**src/rtl/dmactl_pkg.sv**
```systemverilog
package dmactl_pkg;

    localparam int REG_W         = 32;
    localparam int NUM_CH        = 2;
    localparam int CMD_BASE      = 8;   // halt at CMD_BASE+2*ch, resume one above
    localparam int DONE_BASE     = 3;   // done flag at DONE_BASE+ch
    localparam int BIT_TX_ACTIVE = 14;
    localparam int BIT_HALT_BUSY = 15;
    localparam int BIT_RATE      = 18;

    typedef enum logic [0:0] {
        CH_RX = 1'b0,
        CH_TX = 1'b1
    } dma_ch_e;

    typedef struct packed {
        logic              rate_fast;
        logic              halt_busy;
        logic              tx_active;
        logic [NUM_CH-1:0] done;
    } stat_view_t;

    function automatic int halt_bit(input int ch);
        return CMD_BASE + 2 * ch;
    endfunction

    function automatic int resume_bit(input int ch);
        return CMD_BASE + 2 * ch + 1;
    endfunction

    function automatic int done_bit(input int ch);
        return DONE_BASE + ch;
    endfunction

    function automatic logic [REG_W-1:0] pack_read(input stat_view_t s);
        logic [REG_W-1:0] w;
        w = '0;
        for (int c = 0; c < NUM_CH; c++) begin
            w[done_bit(c)] = s.done[c];
        end
        w[BIT_TX_ACTIVE] = s.tx_active;
        w[BIT_HALT_BUSY] = s.halt_busy;
        w[BIT_RATE]      = s.rate_fast;
        return w;
    endfunction

    function automatic logic [REG_W-1:0] readable_mask();
        stat_view_t all;
        all = '1;
        return pack_read(all);
    endfunction

endpackage

```
**src/rtl/dmactl_cmd_pulse.sv**
```systemverilog
module dmactl_cmd_pulse
    import dmactl_pkg::*;
#(
    parameter int W  = REG_W,
    parameter int NC = NUM_CH
) (
    input  logic          clk,
    input  logic          rst,
    input  logic          wr,
    input  logic [W-1:0]  wdata,
    output logic [NC-1:0] halt_hit,
    output logic [NC-1:0] halt_pulse,
    output logic [NC-1:0] resume_pulse
);
    for (genvar c = 0; c < NC; c++) begin : g_ch
        logic resume_hit;
        always_comb begin
            halt_hit[c] = wr && wdata[CMD_BASE + 2*c];
            resume_hit  = wr && wdata[CMD_BASE + 2*c + 1];
        end
        always_ff @(posedge clk) begin
            if (rst) begin
                halt_pulse[c]   <= 1'b0;
                resume_pulse[c] <= 1'b0;
            end else begin
                halt_pulse[c]   <= halt_hit[c];
                resume_pulse[c] <= resume_hit;
            end
        end
    end
endmodule

```
**src/rtl/dmactl_halt_track.sv**
```systemverilog
module dmactl_halt_track (
    input  logic clk,
    input  logic rst,
    input  logic accept,
    input  logic halted,
    output logic pending
);
    always_ff @(posedge clk) begin
        if (rst)         pending <= 1'b0;
        else if (accept) pending <= 1'b1;
        else if (halted) pending <= 1'b0;
    end
endmodule

```
**src/rtl/dmactl_done_latch.sv**
```systemverilog
module dmactl_done_latch (
    input  logic clk,
    input  logic rst,
    input  logic event_in,
    input  logic ack,
    output logic flag
);
    always_ff @(posedge clk) begin
        if (rst) flag <= 1'b0;
        else     flag <= event_in | (flag & ~ack);
    end
endmodule

```
**src/rtl/dmactl_halt_reg.sv**
```systemverilog
module dmactl_halt_reg
    import dmactl_pkg::*;
(
    input  logic              clk,
    input  logic              rst,
    input  logic              reg_wr,
    input  logic [REG_W-1:0]  reg_wdata,
    output logic [REG_W-1:0]  reg_rdata,
    input  logic [NUM_CH-1:0] frame_done,
    input  logic [NUM_CH-1:0] done_ack,
    output logic [NUM_CH-1:0] halt_req,
    output logic [NUM_CH-1:0] resume_req,
    input  logic [NUM_CH-1:0] halted_ack,
    input  logic              tx_dma_busy,
    output logic              rate_fast
);
    logic [NUM_CH-1:0] halt_hit;
    logic [NUM_CH-1:0] pend;
    logic [NUM_CH-1:0] done_q;
    logic              rate_q;
    stat_view_t        view;

    dmactl_cmd_pulse #(.W(REG_W), .NC(NUM_CH)) u_cmd (
        .clk          (clk),
        .rst          (rst),
        .wr           (reg_wr),
        .wdata        (reg_wdata),
        .halt_hit     (halt_hit),
        .halt_pulse   (halt_req),
        .resume_pulse (resume_req)
    );

    for (genvar c = 0; c < NUM_CH; c++) begin : g_ch
        dmactl_halt_track u_trk (
            .clk     (clk),
            .rst     (rst),
            .accept  (halt_hit[c]),
            .halted  (halted_ack[c]),
            .pending (pend[c])
        );
        dmactl_done_latch u_done (
            .clk      (clk),
            .rst      (rst),
            .event_in (frame_done[c]),
            .ack      (done_ack[c]),
            .flag     (done_q[c])
        );
    end

    always_ff @(posedge clk) begin
        if (rst)         rate_q <= 1'b0;
        else if (reg_wr) rate_q <= reg_wdata[BIT_RATE];
    end

    always_comb begin
        view.done      = done_q;
        view.tx_active = tx_dma_busy;
        view.halt_busy = |pend;
        view.rate_fast = rate_q;
        reg_rdata      = pack_read(view);
        rate_fast      = rate_q;
    end
endmodule

```
**config.mk**
```make
export PLATFORM = sky130hd
export DESIGN_NAME = dmactl_halt_reg
export DESIGN_NICKNAME = d
export VERILOG_FILES = /design/src/rtl/dmactl_pkg.sv /design/src/rtl/dmactl_cmd_pulse.sv /design/src/rtl/dmactl_halt_track.sv /design/src/rtl/dmactl_done_latch.sv /design/src/rtl/dmactl_halt_reg.sv
export SDC_FILE = /design/constraint.sdc
export NUM_CORES = 1
export LEC_CHECK = 0
export BUFFER_PORTS_ARGS = -buffer_cell sky130_fd_sc_hd__buf_2
export CORE_ASPECT_RATIO = 0.7
export CORE_UTILIZATION = 29
export DETAILED_ROUTE_END_ITERATION = 16
export GPL_ROUTABILITY_DRIVEN = 1
export PLACE_DENSITY = 0.79
export RECOVER_POWER = 50
export SLEW_MARGIN = 20
export SYNTH_ARGS = -nofsm -noshare
export SYNTH_HDL_FRONTEND = slang
export SYNTH_HIERARCHICAL = 1
export SYNTH_SLANG_ARGS = --single-unit
```
**constraint.sdc**
```tcl
create_clock -name clk -period 0.8 [get_ports clk]
set_input_delay 0.08 -clock clk [delete_from_list [all_inputs] [get_ports clk]]
set_output_delay 0.08 -clock clk [all_outputs]
set_load 0.05 [all_outputs]
```
After elaboration in Yosys (flattened, before gate mapping)
Cells that the tools add are included.
{"block": "op_classes", "div_mod_pow": 0, "add_sub_neg": 0, "multipliers": 0, "eq_ne": 0, "shift": 0, "n_lt_le_gt_ge": 0, "reduce_logical": 7, "bitwise_logic": 6, "muxes": 4}
{"cell": "1-bit logical AND", "count": 4}
{"cell": "1-bit two-way mux", "count": 4}
{"cell": "2-bit nonzero test", "count": 2}
{"cell": "1-bit bitwise AND", "count": 2}
{"cell": "1-bit NOT", "count": 2}
{"cell": "1-bit OR", "count": 2}
{"cell": "2-bit OR reduction", "count": 1}
{"block": "word_totals", "memories": 0, "latch_bits": 0, "ramBits": 0, "regBits": 9, "rom_bits": 0, "out_inout_bits": 37}

Longest topological paths before layout
{"block": "logic_depth", "word_depth": 3, "depth_mapped": 3, "depth_no_buf": 3}

By module
Netlist, hierarchy kept.
{"mod": "dmactl_halt_reg", "instances": 1, "cells_each": 34, "area_each_um2": 261.5}
{"mod": "dmactl_cmd_pulse", "instances": 1, "cells_each": 10, "area_each_um2": 130.1}
{"mod": "dmactl_done_latch", "instances": 2, "cells_each": 4, "area_each_um2": 38.8}
{"mod": "dmactl_halt_track", "instances": 2, "cells_each": 4, "area_each_um2": 38.8}

Worst setup path after synthesis
Ideal clock, no wire load.
{"block": "synth_path", "path_type": "register -> output", "start": "reg rate_q (netlist: rate_fast)", "end": "out reg_rdata[18]", "path_slack_ns": -0.192, "path_buffers": 1, "t_arrival_ns": 0.912, "stages_incl_launch_ff": 2, "cell_sequence": "dfxtp_1 buf_4"}
{"element": "start, declared", "line_no": "dmactl_halt_reg.sv:20", "source": "logic rate_q;"}
{"element": "start signal, assigned", "line_no": "dmactl_halt_reg.sv:52", "source": "else if (reg_wr) rate_q <= reg_wdata[BIT_RATE];"}
{"element": "end, declared", "line_no": "dmactl_halt_reg.sv:8", "source": "output logic [REG_W-1:0] reg_rdata,"}
No word-level cell between the ends.

Final worst setup path
{"block": "layout_path", "start": "reg g_ch[0].u_trk.pending", "end": "out reg_rdata[15]"}
{"block": "layout_via", "elab_chain_cells": 1}
{"element": "start, declared", "line_no": "dmactl_halt_track.sv:6", "source": "output logic pending"}
{"element": "start signal, assigned", "line_no": "dmactl_halt_track.sv:9", "source": "if (rst) pending <= 1'b0;"}
{"element": "start signal, assigned", "line_no": "dmactl_halt_track.sv:10", "source": "else if (accept) pending <= 1'b1;"}
{"element": "start signal, assigned", "line_no": "dmactl_halt_track.sv:11", "source": "else if (halted) pending <= 1'b0;"}
{"element": "2-bit OR reduction", "line_no": "dmactl_halt_reg.sv:58", "source": "view.halt_busy = |pend;"}
No other way between the ends.

==> metrics.cfg <==
[status]
status = complete, but fails checks
failed_checks = setup timing

[synthesis]
synth.distinct_cells = 11
syn-cell-area_um2 = 547
yosys.area.top_type_share_pct = 39.8
ys_seq_area_share_pct = 33.0
syn_avg_cell_area_um2 = 9.11
ys_warn_count = 6
ys_seq_elements = 9
synthCells = 60
synth_area_leaders = buf_4 (40%), dfxtp_1 (33%), a21oi_2 (6.4%), and3b_1 (6.4%), nand2b_1 (4.6%)
synth_top_area_cell = buf_4

[sta]
setup_ws_ps = -231
finClkSkew_ps = 0
period_needed_ps = 1030
rsz0062_at_grt = true
drv_slew = 0
finalCritPeriodShare_pct = 129
clock.fmax_mhz = 970
setup_viol = 7
hold_viol = 0

[detailed_routing]
post_drt_wl_per_cell_um = 7.98
ant_nets = 0
vias = 360
drc = 0
via_per_inst = 3.43
postRouteWirelength_um = 838
drt_first_pass_iters = 2
drtIter0Drc = 2

[die]
core_um2 = 1680
dieArea_um2 = 2070
num_io_pins = 79
rows = 12
die_y_um = 38.3
initial_utilization_pct = 32.5
die_w_um = 53.9

[cts]
cts.reportedPaths.clkPinSlew_ps = 60
h-tree-depth = 1
cts.sinks = 9
cts_tree = yes
worstSkewPairLatency_ps = 250
cts_root_buf = clkbuf_4
cts_buffer_depth = 2
cts_hold_buffers = 0
numCtsBuffers = 3

[worst_setup_path]
worstPathRequired_ps = 720
critPathLaunchType = flop
crit_path_end_kind = output pin
r2r_slack_ps = 70
cp_max_fo = 2
worst-setup-path-type = flop to output pin
cp.arrival_ps = 950

[layout]
area_growth_pct = 26.1
final_util_pct = 41.0
nets = 127
layout_commonest_cell = conb_1
finalInstanceArea_um2 = 689
final_cell_mix = conb_1 (27), buf_2 (12), buf_8 (7)
n_fill_cell = 153
layout-drive-gt1-share_pct = 45.2
num_antenna_cells = 0
final_cells = 105
seq_area_um2 = 191
multi_input_area_um2 = 231

[grt]
grt_pass1_vias = 268
grt_usage_pct = 7.06
antenna_found_initial = 0
grt_max_degree = 10
grt_pass1_wl_um = 993
grt-ovfl-total = 0

[power]
irDropWorstVdd_mv = 0.901
seqPwrFrac_pct = 36.4
p_int_w = 0.000776
p_comb_share_pct = 38.6
pwr-share-clk_pct = 24.9
p_leak_nw = 0.371
p_sw_w = 0.000572
power_density_nw_per_um2 = 1950
sw_frac_of_total_pct = 42.4
power_w = 0.00135

[min_path]
hold_class = input port to flop

[placement]
portBuffers = 22
preCtsSetupSlack_ps = 15.1
place_congestion = 0.534
placed_cells_incl_taps = 100
hpwl_um = 644
placed_cell_area_um2 = 567

[run]
drv_cap = 0

[path summary, 6_finish.rpt]
path / startpoint / end / depth (start not counted)
max reg2reg: g_ch[0].u_done/flag / g_ch[0].u_done/flag / 3
min: frame_done[0] / g_ch[0].u_done/flag / 3
max: g_ch[0].u_trk/pending / reg_rdata[15] / 2
min reg2reg: g_ch[1].u_trk/pending / g_ch[1].u_trk/pending / 2
[power groups by stage]
stage / combinational [W] / clock (W) / sequential (W)
after CTS: 0.000511 / 0.000357 / 0.000490
after detailed placement: 0.000470 / 0 / 0.000492
final: 0.000521 / 0.000336 / 0.000491
after global routing: 0.000542 / 0.000382 / 0.000493
after global placement: 0.000468 / 0 / 0.000491
after floorplan: 0.000462 / 0 / 0.000554
[synth_stat cells]
cell type and n:
or2_1 1, nand2b_1 4, inv_1 4, dfxtp_1 9
buf_4 29, a21oi_2 4, mux2i_1 1, and2_2 2
and3b_1 4, conb_1 1, nor2_1 1
[final cells by class]
| class | instances | area share, % |
|---|---|---|
| Inverter | 4 | 2.18 |
| Tap cell | 21 | 3.81 |
| Timing Repair Buffer | 23 | 28.9 |
| Sequential cell | 9 | 27.8 |
| Multi-Input combinational cell | 44 | 33.6 |
| Clock buffer | 4 | 3.81 |
[logic make-up after synthesis]
kind of cell	synth area share (%)
AO/OA/AOI/OAI	6.41
buffers and inverters	42.6
flip-flops	33.0
multiplexers	1.83
other	0.686
AND/OR/NAND/NOR	15.6
[state kept, by name, summed over array words and instances, names as in the netlist]
name,count
g_ch.u_trk/pending,2
g_ch.u_done/flag,2
rate_fast,1
u_cmd/resume_pulse,2
u_cmd/halt_pulse,2
[routing by layer]
metal,GRT usage (%),vias to the layer above,wire length (µm)
li1,-,177,-
met4,7.89,0,0
met2,12.7,23,450
met3,1.19,0,94
met5,0,-,0
met1,6.48,160,292
[worst max-delay path: stages (launching register included)]
cell,delay [ps]
dfxtp_1,310
or2_1,230
buf_6,150
[repair_timing]
item,4_1_cts,5_1_grt
pin swaps,0,1
buffers inserted,1,0
endpoints found under the setup margin,9,9
gates resized for setup,24,6
[per-stage QoR]
| step | hold WS (ps) | TNS, ps |
|---|---|---|
| after floorplan | 135 | -8.53 |
| after global placement | 160 | 0 |
| after detailed placement | 160 | 0 |
| after CTS | 47.1 | -477 |
| after global routing | 43.2 | -641 |
| final | 57.6 | -378 |
Note: power is estimated with default switching activity, not from simulation.
